File: config.mk
export PLATFORM = sky130hd
export DESIGN_NAME = rx_dscr_tracker
export DESIGN_NICKNAME = d
export VERILOG_FILES = /design/src/rtl/rdt_pkg.sv /design/src/rtl/rdt_datapath.sv /design/src/rtl/rdt_control.sv /design/src/rtl/rx_dscr_tracker.sv
export SDC_FILE = /design/constraint.sdc
export NUM_CORES = 1
export LEC_CHECK = 0
export CELL_PAD_IN_SITES_DETAIL_PLACEMENT = 0
export CELL_PAD_IN_SITES_GLOBAL_PLACEMENT = 1
export CORE_MARGIN = 10
export CORE_UTILIZATION = 30
export DETAILED_ROUTE_END_ITERATION = 8
export DONT_BUFFER_PORTS = 1
export PLACE_DENSITY_LB_ADDON = 0.12
export SLEW_MARGIN = 20
export SYNTH_ARGS = -nofsm -noshare
export SYNTH_HDL_FRONTEND = slang
export SYNTH_SLANG_ARGS = --single-unit
File: constraint.sdc
create_clock -name clk -period 5 [get_ports clk]
set_input_delay 1 -clock clk [delete_from_list [all_inputs] [get_ports clk]]
set_output_delay 1 -clock clk [all_outputs]
set_load 0.05 [all_outputs]
File: src/rtl/rdt_pkg.sv
package rdt_pkg;

  typedef enum logic [1:0] {
    ST_IDLE    = 2'd0,
    ST_RECV    = 2'd1,
    ST_DISCARD = 2'd2,
    ST_DROP    = 2'd3
  } rxState_t;

  // Strobes from the control FSM into the datapath.
  typedef struct packed {
    logic clearBytes;
    logic addBeat;
    logic latchOk;
    logic latchErr;
    logic countDrop;
  } ctrlStrobe_t;

  localparam logic [1:0] ADDR_COUNT  = 2'd0;
  localparam logic [1:0] ADDR_THRESH = 2'd1;
  localparam logic [1:0] ADDR_DROP   = 2'd2;
  localparam logic [1:0] ADDR_STATUS = 2'd3;

endpackage

File: src/rtl/rdt_datapath.sv
module rdt_datapath
  import rdt_pkg::*;
#(
  parameter int DATA_W = 16,
  parameter int BEAT_W = 4
) (
  input  logic              clk,
  input  logic              rstN,
  input  ctrlStrobe_t       strobe,
  input  logic              wrEn,
  input  logic [1:0]        wrAddr,
  input  logic [DATA_W-1:0] wrData,
  input  logic [1:0]        rdAddr,
  output logic [DATA_W-1:0] rdData,
  input  logic [BEAT_W-1:0] beatBytes,
  input  logic              dscrUsed,
  output logic              availZero,
  output logic              watermarkLow
);

  localparam int BYTE_W = DATA_W - 1;

  logic [DATA_W-1:0] availCnt, availNext;
  logic [DATA_W-1:0] threshReg;
  logic [DATA_W-1:0] dropCnt, dropNext;
  logic [BYTE_W-1:0] byteCnt, byteNext;
  logic [BYTE_W-1:0] statBytes;
  logic              statErr;

  logic              cntWr, threshWr, dropClr;
  logic [DATA_W:0]   availSum;
  logic [BYTE_W:0]   byteSum;
  logic [DATA_W-1:0] dropBase;

  assign cntWr    = wrEn && (wrAddr == ADDR_COUNT);
  assign threshWr = wrEn && (wrAddr == ADDR_THRESH);
  assign dropClr  = wrEn && (wrAddr == ADDR_DROP);

  // Available count: add, then consume, then saturate.
  always_comb begin
    availSum = {1'b0, availCnt} + (cntWr ? {1'b0, wrData} : '0);
    if (dscrUsed && (availSum != '0)) availSum = availSum - 1'b1;
    availNext = availSum[DATA_W] ? '1 : availSum[DATA_W-1:0];
  end

  // Byte total of the current packet, saturating.
  always_comb begin
    byteSum = {1'b0, byteCnt};
    if (strobe.addBeat)
      byteSum = byteSum + {{(BYTE_W + 1 - BEAT_W){1'b0}}, beatBytes};
    byteNext = byteSum[BYTE_W] ? '1 : byteSum[BYTE_W-1:0];
  end

  // Lost-packet counter: a clear and a drop together give one.
  always_comb begin
    dropBase = dropClr ? '0 : dropCnt;
    dropNext = dropBase;
    if (strobe.countDrop && (dropBase != '1)) dropNext = dropBase + 1'b1;
  end

  always_ff @(posedge clk or negedge rstN) begin
    if (!rstN) begin
      availCnt  <= '0;
      threshReg <= '0;
      dropCnt   <= '0;
      byteCnt   <= '0;
      statBytes <= '0;
      statErr   <= 1'b0;
    end else begin
      availCnt <= availNext;
      dropCnt  <= dropNext;
      if (threshWr) threshReg <= wrData;
      byteCnt <= strobe.clearBytes ? '0 : byteNext;
      if (strobe.latchErr) begin
        statErr   <= 1'b1;
        statBytes <= byteCnt;
      end else if (strobe.latchOk) begin
        statErr   <= 1'b0;
        statBytes <= byteNext;
      end
    end
  end

  assign availZero    = (availCnt == '0);
  assign watermarkLow = (availCnt < threshReg);

  always_comb begin
    unique case (rdAddr)
      ADDR_COUNT:  rdData = availCnt;
      ADDR_THRESH: rdData = threshReg;
      ADDR_DROP:   rdData = dropCnt;
      default:     rdData = {statErr, statBytes};
    endcase
  end

  // a count write alone never lowers the count.
  p_sat_add_r2: assert property (@(posedge clk) disable iff (!rstN)
    (cntWr && !dscrUsed) |=> (availCnt >= $past(availCnt)));

  // a lone consumption takes exactly one off a non-zero count.
  p_consume_r3: assert property (@(posedge clk) disable iff (!rstN)
    (dscrUsed && !cntWr && !availZero) |=> (availCnt == $past(availCnt) - 1'b1));

  // consumption at zero leaves zero.
  p_zero_hold_r3: assert property (@(posedge clk) disable iff (!rstN)
    (dscrUsed && !cntWr && availZero) |=> availZero);

  // a clearing write with no drop leaves the counter at zero.
  p_drop_clear_r6: assert property (@(posedge clk) disable iff (!rstN)
    (dropClr && !strobe.countDrop) |=> (dropCnt == '0));

  // an error latch marks the status.
  p_err_flag_r7: assert property (@(posedge clk) disable iff (!rstN)
    strobe.latchErr |=> statErr);

endmodule

File: src/rtl/rdt_control.sv
module rdt_control
  import rdt_pkg::*;
(
  input  logic        clk,
  input  logic        rstN,
  input  logic        pktStart,
  input  logic        pktEnd,
  input  logic        beatValid,
  input  logic        availZero,
  output ctrlStrobe_t strobe,
  output logic        beatStore,
  output logic        pktDropIrq,
  output rxState_t    rxState
);

  rxState_t nextState;

  always_comb begin
    nextState = rxState;
    strobe    = '0;
    beatStore = 1'b0;
    if (pktStart) begin
      strobe.clearBytes = 1'b1;
      if (availZero) begin
        nextState        = ST_DROP;
        strobe.countDrop = 1'b1;
      end else begin
        nextState = ST_RECV;
      end
    end else begin
      unique case (rxState)
        ST_RECV: begin
          if (beatValid && availZero) begin
            strobe.latchErr = 1'b1;
            nextState       = pktEnd ? ST_IDLE : ST_DISCARD;
          end else begin
            if (beatValid) begin
              strobe.addBeat = 1'b1;
              beatStore      = 1'b1;
            end
            if (pktEnd) begin
              strobe.latchOk = 1'b1;
              nextState      = ST_IDLE;
            end
          end
        end
        ST_DISCARD, ST_DROP: begin
          if (pktEnd) nextState = ST_IDLE;
        end
        default: ;
      endcase
    end
  end

  always_ff @(posedge clk or negedge rstN) begin
    if (!rstN) begin
      rxState    <= ST_IDLE;
      pktDropIrq <= 1'b0;
    end else begin
      rxState    <= nextState;
      pktDropIrq <= pktStart && availZero;
    end
  end

  // a discarded packet stays discarded until its end or a new start.
  p_discard_hold_r9: assert property (@(posedge clk) disable iff (!rstN)
    (rxState == ST_DISCARD && !pktEnd && !pktStart) |=> (rxState == ST_DISCARD));

endmodule

File: src/rtl/rx_dscr_tracker.sv
module rx_dscr_tracker
  import rdt_pkg::*;
#(
  parameter int DATA_W = 16,
  parameter int BEAT_W = 4
) (
  input  logic              clk,
  input  logic              rstN,
  input  logic              wrEn,
  input  logic [1:0]        wrAddr,
  input  logic [DATA_W-1:0] wrData,
  input  logic [1:0]        rdAddr,
  output logic [DATA_W-1:0] rdData,
  input  logic              pktStart,
  input  logic              pktEnd,
  input  logic              beatValid,
  input  logic [BEAT_W-1:0] beatBytes,
  input  logic              dscrUsed,
  output logic              beatStore,
  output logic              watermarkLow,
  output logic              pktDropIrq
);

  ctrlStrobe_t strobe;
  logic        availZero;
  rxState_t    rxState;

  rdt_control u_ctrl (
    .clk        (clk),
    .rstN       (rstN),
    .pktStart   (pktStart),
    .pktEnd     (pktEnd),
    .beatValid  (beatValid),
    .availZero  (availZero),
    .strobe     (strobe),
    .beatStore  (beatStore),
    .pktDropIrq (pktDropIrq),
    .rxState    (rxState)
  );

  rdt_datapath #(
    .DATA_W (DATA_W),
    .BEAT_W (BEAT_W)
  ) u_dp (
    .clk          (clk),
    .rstN         (rstN),
    .strobe       (strobe),
    .wrEn         (wrEn),
    .wrAddr       (wrAddr),
    .wrData       (wrData),
    .rdAddr       (rdAddr),
    .rdData       (rdData),
    .beatBytes    (beatBytes),
    .dscrUsed     (dscrUsed),
    .availZero    (availZero),
    .watermarkLow (watermarkLow)
  );

  // a start with no descriptors raises the drop pulse next cycle.
  p_drop_irq_r5: assert property (@(posedge clk) disable iff (!rstN)
    (pktStart && availZero) |=> pktDropIrq);

  // a dropped packet stores nothing.
  p_drop_nostore_r5: assert property (@(posedge clk) disable iff (!rstN)
    (rxState == ST_DROP) |-> !beatStore);

  // a stored beat always has a descriptor behind it.
  p_store_needs_desc_r10: assert property (@(posedge clk) disable iff (!rstN)
    beatStore |-> !availZero);

endmodule

==> impl_metrics.ini, run 1 <==
[critical_path]
endpoint_kind = flip-flop
critPathMaxFanout = 16
r2r_slack_ns = 1.32
cp_num_buf_inv = 2
crit_path_max_incr_delay_ns = 0.45
crit_arrival_ns = 4.57
start_kind = input port
path_cells = nor3b_2 > buf_4 > and2_1 > ha_1 > inv_1 > fa_1 > nor2b_4 > o31a_4 > o21ai_1 > or3_1 > a2bb2oi_1 > nand4b_2 > nand4b_4 > mux2i_4 > o21ai_0
cp.required_ns = 5.20
cp_top_family = simple AND/OR/NAND/NOR gates
r2r_start = u_dp.availCnt[4]$_DFF_PN0_
crit_type = input port to flip-flop
r2r_cells = 10
crit_path_top_delay_cell = mux2i_4
reg2reg_to = u_dp.availCnt[8]$_DFF_PN0_

[place]
io_buffer_count = 0
place_congestion = 0.7945
dpl.cell_count = 889
post_dp_cell_area_mm2 = 0.006301
dp_hpwl_um = 14470

[cells_and_area]
utilization = 0.3379
final_area_mm2 = 0.006619
area_delta_synth_final_pct = 10.23
nets = 706
diodes = 0
final-instance-count-excl-fill = 905
final.fill_count = 2073
post_route_cells_drive_above_1_share = 0.1141

[cts]
cts_sinks = 82
root_buffer = clkbuf_16
ctsResizeCount = 0
cts_tree = yes
clk_pin_slew_worst_paths_ns = 0.06
cts_max_path_buffers = 2
cts-htree-levels = 3
cts_buffers = 9
holdBufCountCts = 0
cts_setup_buffers = 0
worstSkewPairLatency_ns = 0.35

[grt]
grt_max_degree = 83
grt-ovfl-total = 0
grt_pass1_wl_um = 29710
grt_pass1_vias = 4898
grt_use_total = 0.1464
antenna_found_initial = 0

[timing]
hold_viol = 0
clock_skew_ns = 0.008407
tightest_slew_ns = 0.9252
period_share = 0.8751
maxSlewViolCount = 0
rsz0062_at_grt = false
setup-tns-final_ns = 0
layout_min_cycle_time_ns = 4.375
fmax_ghz = 0.2285
setup_viol = 0
fin_hold_ws_ns = 0.3423
relSlewSlack = 0.3813

[yosys]
synth_cell_types = 70
synth-seq-area-share = 0.3417
synth_xor_area_frac = 0.04376
synth_area_per_cell_um2 = 9.338
synth-seq-cells = 82
synth_top_family_by_area = simple AND/OR/NAND/NOR gates
synthSimpleGateAreaFrac = 0.2000
synth_edf_count = 0
synthAdderAreaFrac = 0.08585
muxShareOfSynthArea = 0.1027
ys_dominant_reg_cell = dfrtp_1
syn_inst = 643
synth_area_mm2 = 0.006005
synth_compound_area_frac = 0.1827
synth.net_count = 714
async_flop_share = 1.000
yosysWarnings = 0

[floorplanning]
die_x_um = 161.5
rows = 51
die_area_mm2 = 0.02607
start_util = 0.3065
fp.dieH_um = 161.5
io_pins = 50
core_mm2 = 0.01959

[route]
drc = 0
drt_first_pass_iters = 4
routed_wirelength_um = 18730
dr_total_vias = 4781
routed_via_density = 5.283
highest_layer = met4
ant_nets = 0
wl_per_cell_um = 20.69
drtIter0Drc = 262
dr_wl_met3_um = 782
wl_met2_um = 8552
met1Wirelength_um = 9038

[power_and_ir_drop]
irDropWorstVdd_uv = 187.5
p_leak_uw = 0.002909
power_density_mw_per_mm2 = 432.6

[outcome]
status = completed

[flow_run]
cap_violations = 0

[worst_hold_path]
hp-class = input port to asynchronous set/reset pin
-- cell families after synthesis --
family / count (synthesis)
and+or+nand+nor: 221
AOI/OAI and AO/OA: 167
DFF: 82
buffers and inverters: 65
adders and majority gates: 40
muxes: 38
xor gates and xnor gates: 30
-- sequential cells by signal (all words and copies together) (netlist names) --
name,cells
u_dp.byteCnt,15
u_dp.dropCnt,16
u_dp.statErr,1
u_dp.threshReg,16
u_ctrl.rxState,2
u_ctrl.pktDropIrq,1
u_dp.availCnt,16
u_dp.statBytes,15
-- worst reg2reg max path, cell delays in order (launching register included) --
cell and delay (ns):
dfrtp_1 0.46, ha_1 0.42, and2_1 0.21, a221oi_1 0.45, a21oi_1 0.24, o2111a_1 0.30
a211oi_2 0.30, nand4b_2 0.25, nand4b_4 0.27, mux2i_4 0.45, o21ai_0 0.17
-- layout by cell type (no fill, tap or decap), drive strengths merged, types with 5 or more instances in the layout --
cell type | Yosys | routed
a211oi | 12 | 12
o21ai | 35 | 35
a22o | 5 | 5
or3 | 6 | 6
buf | 7 | 11
xnor2 | 13 | 13
clkbuf | 23 | 15
a21o | 14 | 14
o21a | 8 | 8
nor2b | 9 | 9
and2 | 22 | 22
dfrtp | 82 | 82
ha | 38 | 38
nand2 | 50 | 50
o211ai | 7 | 7
xor2 | 17 | 17
and3 | 9 | 9
nor2 | 42 | 42
nor3 | 9 | 9
o31ai | 7 | 7
a21oi | 47 | 47
mux4 | 16 | 16
nand3 | 24 | 24
nor4 | 8 | 8
nand4 | 11 | 11
nor3b | 5 | 5
mux2 | 19 | 19
o22ai | 8 | 8
inv | 35 | 35
-- area by class of cell --
| cell class | count | area [um2] | share of cell area |
|---|---|---|---|
| multi-input cells | 496 | 3704 | 0.5595 |
| inverters | 35 | 131.4 | 0.01985 |
| well taps | 265 | 331.6 | 0.05009 |
| repair buffers | 11 | 82.58 | 0.01248 |
| clock inverters | 1 | 30.03 | 0.004537 |
| clock buffers | 15 | 287.8 | 0.04348 |
| flip-flops and latches | 82 | 2052 | 0.3100 |
-- power breakdown --
part / total [uW] / internal [uW] / leakage [uW] / switching [uW]
registers: 923 / 768 / 0.00105 / 155
logic: 1230 / 492 / 0.00171 / 733
clock network: 715 / 442 / 0.000156 / 273
-- cell usage after synthesis, types with 2 or more instances --
cell | instances | area (um2)
nor2_1 | 42 | 157.7
xnor2_1 | 13 | 113.9
and4_1 | 4 | 35.03
nor3b_1 | 5 | 37.54
or2_2 | 2 | 12.51
buf_2 | 3 | 15.01
o21a_1 | 8 | 60.06
o22ai_1 | 8 | 50.05
nand4bb_1 | 2 | 22.52
a221oi_1 | 2 | 17.52
a22o_1 | 5 | 43.79
nand2b_1 | 4 | 25.02
nor2b_1 | 8 | 50.05
inv_1 | 35 | 131.4
o21bai_1 | 4 | 30.03
o31ai_1 | 7 | 52.55
a211oi_1 | 10 | 75.07
mux4_2 | 16 | 360.4
nand4_1 | 11 | 68.82
o31a_1 | 2 | 17.52
o211ai_1 | 7 | 52.55
dfrtp_1 | 82 | 2052
and3_1 | 9 | 56.30
nand2_1 | 50 | 187.7
a21o_1 | 14 | 105.1
nor3_1 | 9 | 45.04
or4_1 | 4 | 30.03
a211oi_2 | 2 | 25.02
nand3b_1 | 4 | 30.03
nand3_1 | 24 | 120.1
fa_1 | 2 | 40.04
xor2_1 | 17 | 148.9
o21ai_1 | 8 | 40.04
and2_1 | 21 | 131.4
ha_1 | 38 | 475.5
nor4_1 | 8 | 50.05
o21ai_0 | 27 | 135.1
clkbuf_1 | 23 | 86.33
mux2i_1 | 2 | 20.02
buf_1 | 2 | 7.510
or3_1 | 5 | 31.28
mux2_2 | 19 | 214.0
a21oi_1 | 47 | 235.2
a221o_1 | 2 | 20.02
-- stage by stage --
step	power [uW]	setup WS, ns
6_report	2863	0.6245
5_1_grt	3052	0.3393
3_3_place_gp	2156	0.3216
4_1_cts	2887	0.5826
2_1_floorplan	1820	0.7555
3_5_place_dp	2147	0.2322
-- routing by layer --
layer / vias to the layer above / global-route usage
met5: - / 0
met4: 0 / 0.05128
met3: 19 / 0.02847
met2: 69 / 0.2273
met1: 2339 / 0.1983
li1: 2354 / -
-- worst max-delay path by stage --
stage | start | endpoint | slack [ns] | depth (start not counted)
floorplan | wrAddr[1] | u_dp.availCnt[7]$_DFF_PN0_ | 0.76 | 15
global placement | wrAddr[1] | u_dp.availCnt[8]$_DFF_PN0_ | 0.32 | 15
detailed placement | wrAddr[1] | u_dp.availCnt[8]$_DFF_PN0_ | 0.23 | 15
CTS | wrAddr[1] | u_dp.availCnt[11]$_DFF_PN0_ | 0.58 | 15
global route | wrAddr[1] | u_dp.availCnt[5]$_DFF_PN0_ | 0.34 | 13
finish | wrAddr[1] | u_dp.availCnt[8]$_DFF_PN0_ | 0.62 | 15
(Power assumes the default switching activity.)
==> run 2, diff against run 1 <==
CTS_BUF_LIST = sky130_fd_sc_hd__clkbuf_2 sky130_fd_sc_hd__clkbuf_4 sky130_fd_sc_hd__clkbuf_8   (was default)
==> run 2 against run 1 <==
Effect of this change:
- combinational power about the same
- critical path depth stayed put
- register-to-register slack got worse by 0.02 ns
- worst hold slack got worse by 0.039 ns
- sequential power fell by 0.4%
- die area unchanged
- global-route usage rose by 0.058 points
- critical path type unchanged
- sequential cell count unchanged
- count of clock-buffer cells in the layout unchanged
- clock power decreased by 23%
- non-clock buffer count unchanged
- via count up 0.40%
==> impl_metrics.ini, run 2 (same netlist as run 1, synthesis figures left out) <==
[place]
place_congestion = 0.7945
dp_hpwl_um = 14470
io_buffer_count = 0
place_ws_ns = 0.2322

[route]
wl_per_cell_um = 20.67
routed_wirelength_um = 18710
dr_total_vias = 4800
ant_nets = 0
routed_via_density = 5.304
drt_first_pass_iters = 4
drc = 0
drtIter0Drc = 305

[power_and_ir_drop]
p_int_uw = 1556
combPwrFrac = 0.455
irDropWorstVdd_uv = 186.1
swShare = 0.4238
power_density_mw_per_mm2 = 413.8
p_leak_uw = 0.002869
power.switching_uw = 1145
seqPwrFrac = 0.340
finalPower_uw = 2700
clockPowerShare = 0.205

[cells_and_area]
area_delta_synth_final_pct = 8.669
top_regs = u_dp.availCnt: 16 flops, u_dp.dropCnt: 16 flops, u_dp.threshReg: 16 flops
post_route_cells_drive_above_1_share = 0.1172
diodes = 0
nets = 706
final_common_cell = dfrtp_1
mostFrequentLayoutCells = dfrtp_1 (82), nand2_1 (50), a21oi_1 (47)

[critical_path]
critPathMaxFanout = 16
path_cells = nor3b_2 > buf_4 > and2_1 > ha_1 > inv_1 > fa_1 > nor2b_4 > o31a_4 > o21ai_1 > or3_1 > a2bb2oi_1 > nand4b_2 > nand4b_4 > mux2i_4 > o211ai_1
crit_arrival_ns = 4.56
crit_type = input port to flip-flop
cp.required_ns = 5.24
crit_path_max_incr_delay_ns = 0.45
crit_path_top_delay_cell = mux2i_4
endpoint_kind = flip-flop
start_kind = input port

[outcome]
status = completed

[floorplanning]
start_util = 0.3065
rows = 51
fp.dieH_um = 161.5
die_area_mm2 = 0.02607
io_pins = 50
core_mm2 = 0.01959
die_x_um = 161.5

[flow_run]
cap_violations = 0

[timing]
relSlewSlack = 0.3763
postLayoutSetupSlackWorst_ns = 0.6712
setup-tns-final_ns = 0
setup_viol = 0
period_share = 0.8658
fmax_ghz = 0.2310
hold_viol = 0
clock_skew_ns = 0.007624
tightest_slew_ns = 0.9327
maxSlewViolCount = 0
layout_min_cycle_time_ns = 4.329
rsz0062_at_grt = false

[grt]
antenna_found_initial = 0
grt_pass1_wl_um = 29740
grt-ovfl-total = 0
grt_use_total = 0.1470
grt_max_degree = 83
grt_pass1_vias = 4875

[cts]
cts_buffers = 9
clk_pin_slew_worst_paths_ns = 0.08
cts_tree = yes
cts_max_path_buffers = 2
cts_setup_buffers = 0
worstSkewPairLatency_ns = 0.38
cts_sinks = 82
root_buffer = clkbuf_8
cts-htree-levels = 3
ctsResizeCount = 0
holdBufCountCts = 0

[worst_hold_path]
hp-class = input port to asynchronous set/reset pin
==> run 2: cell count changes in the layout (fill, tap and decap cells not counted) <==
cell	change
clkbuf_4	+2
clkbuf_1	-2
clkbuf_16	-9
clkbuf_8	+9
==> run 2: area by class of cell <==
class	instances	area (um2)
multi-input combinational	496	3704
fill	2088	13070
clock inverter	1	30.03
sequential	82	2052
inverter	35	131.4
timing repair buffer	11	82.58
clock buffer	15	193.9
tap	265	331.6
==> run 2: worst paths after layout <==
check	slack [ns]	start	cells past startpoint	endpoint
worst min-delay path	0.30	rstN	0	u_dp.byteCnt[2]$_DFF_PN0_
worst max register to register	1.30	u_dp.availCnt[4]$_DFF_PN0_	10	u_dp.availCnt[2]$_DFF_PN0_
min in group clk	0.53	u_dp.statErr$_DFFE_PN0P_	1	u_dp.statErr$_DFFE_PN0P_
max in group asynchronous	4.52	rstN	0	u_dp.statBytes[4]$_DFFE_PN0P_
worst min register to register	0.53	u_dp.statErr$_DFFE_PN0P_	1	u_dp.statErr$_DFFE_PN0P_
worst max-delay path	0.67	wrAddr[1]	15	u_dp.availCnt[2]$_DFF_PN0_
==> run 2: layer usage <==
layer / up-vias / global-route usage / share of wire
met1: 2348 / 0.2004 / 0.48
li1: 2360 / - / -
met3: 18 / 0.02923 / 0.044
met2: 74 / 0.2261 / 0.46
met4: 0 / 0.05128 / 0.018
met5: - / 0 / 0
==> run 2: power by group through the flow <==
stage | registers, uW | clock network, uW | logic, uW
global placement | 937 | 0 | 1220
detailed placement | 932 | 0 | 1210
global route | 936 | 598 | 1360
floorplan | 848 | 0 | 972
CTS | 922 | 570 | 1230
finish | 919 | 553 | 1230
==> run 2: critical path: cells and delay by family <==
family | cells | cell delay (ns)
AO/OA/AOI/OAI | 4 | 0.77
adder cells (fa/ha/maj) | 2 | 0.63
AND/OR/NAND/NOR | 6 | 1.40
buffers and inverters | 2 | 0.31
multiplexers | 1 | 0.45
==> run 2: stage by stage <==
stage | cell area, um2 | instances | util | hold WS, ns
2_1_floorplan | 6005 | 643 | - | 0.4407
3_3_place_gp | 6301 | 889 | 0.3216 | 0.5010
3_5_place_dp | 6301 | 889 | 0.3216 | 0.4997
4_1_cts | 6525 | 905 | 0.3331 | 0.2790
5_1_grt | 6525 | 905 | 0.3331 | 0.2854
6_report | 6525 | 905 | 0.3331 | 0.3030
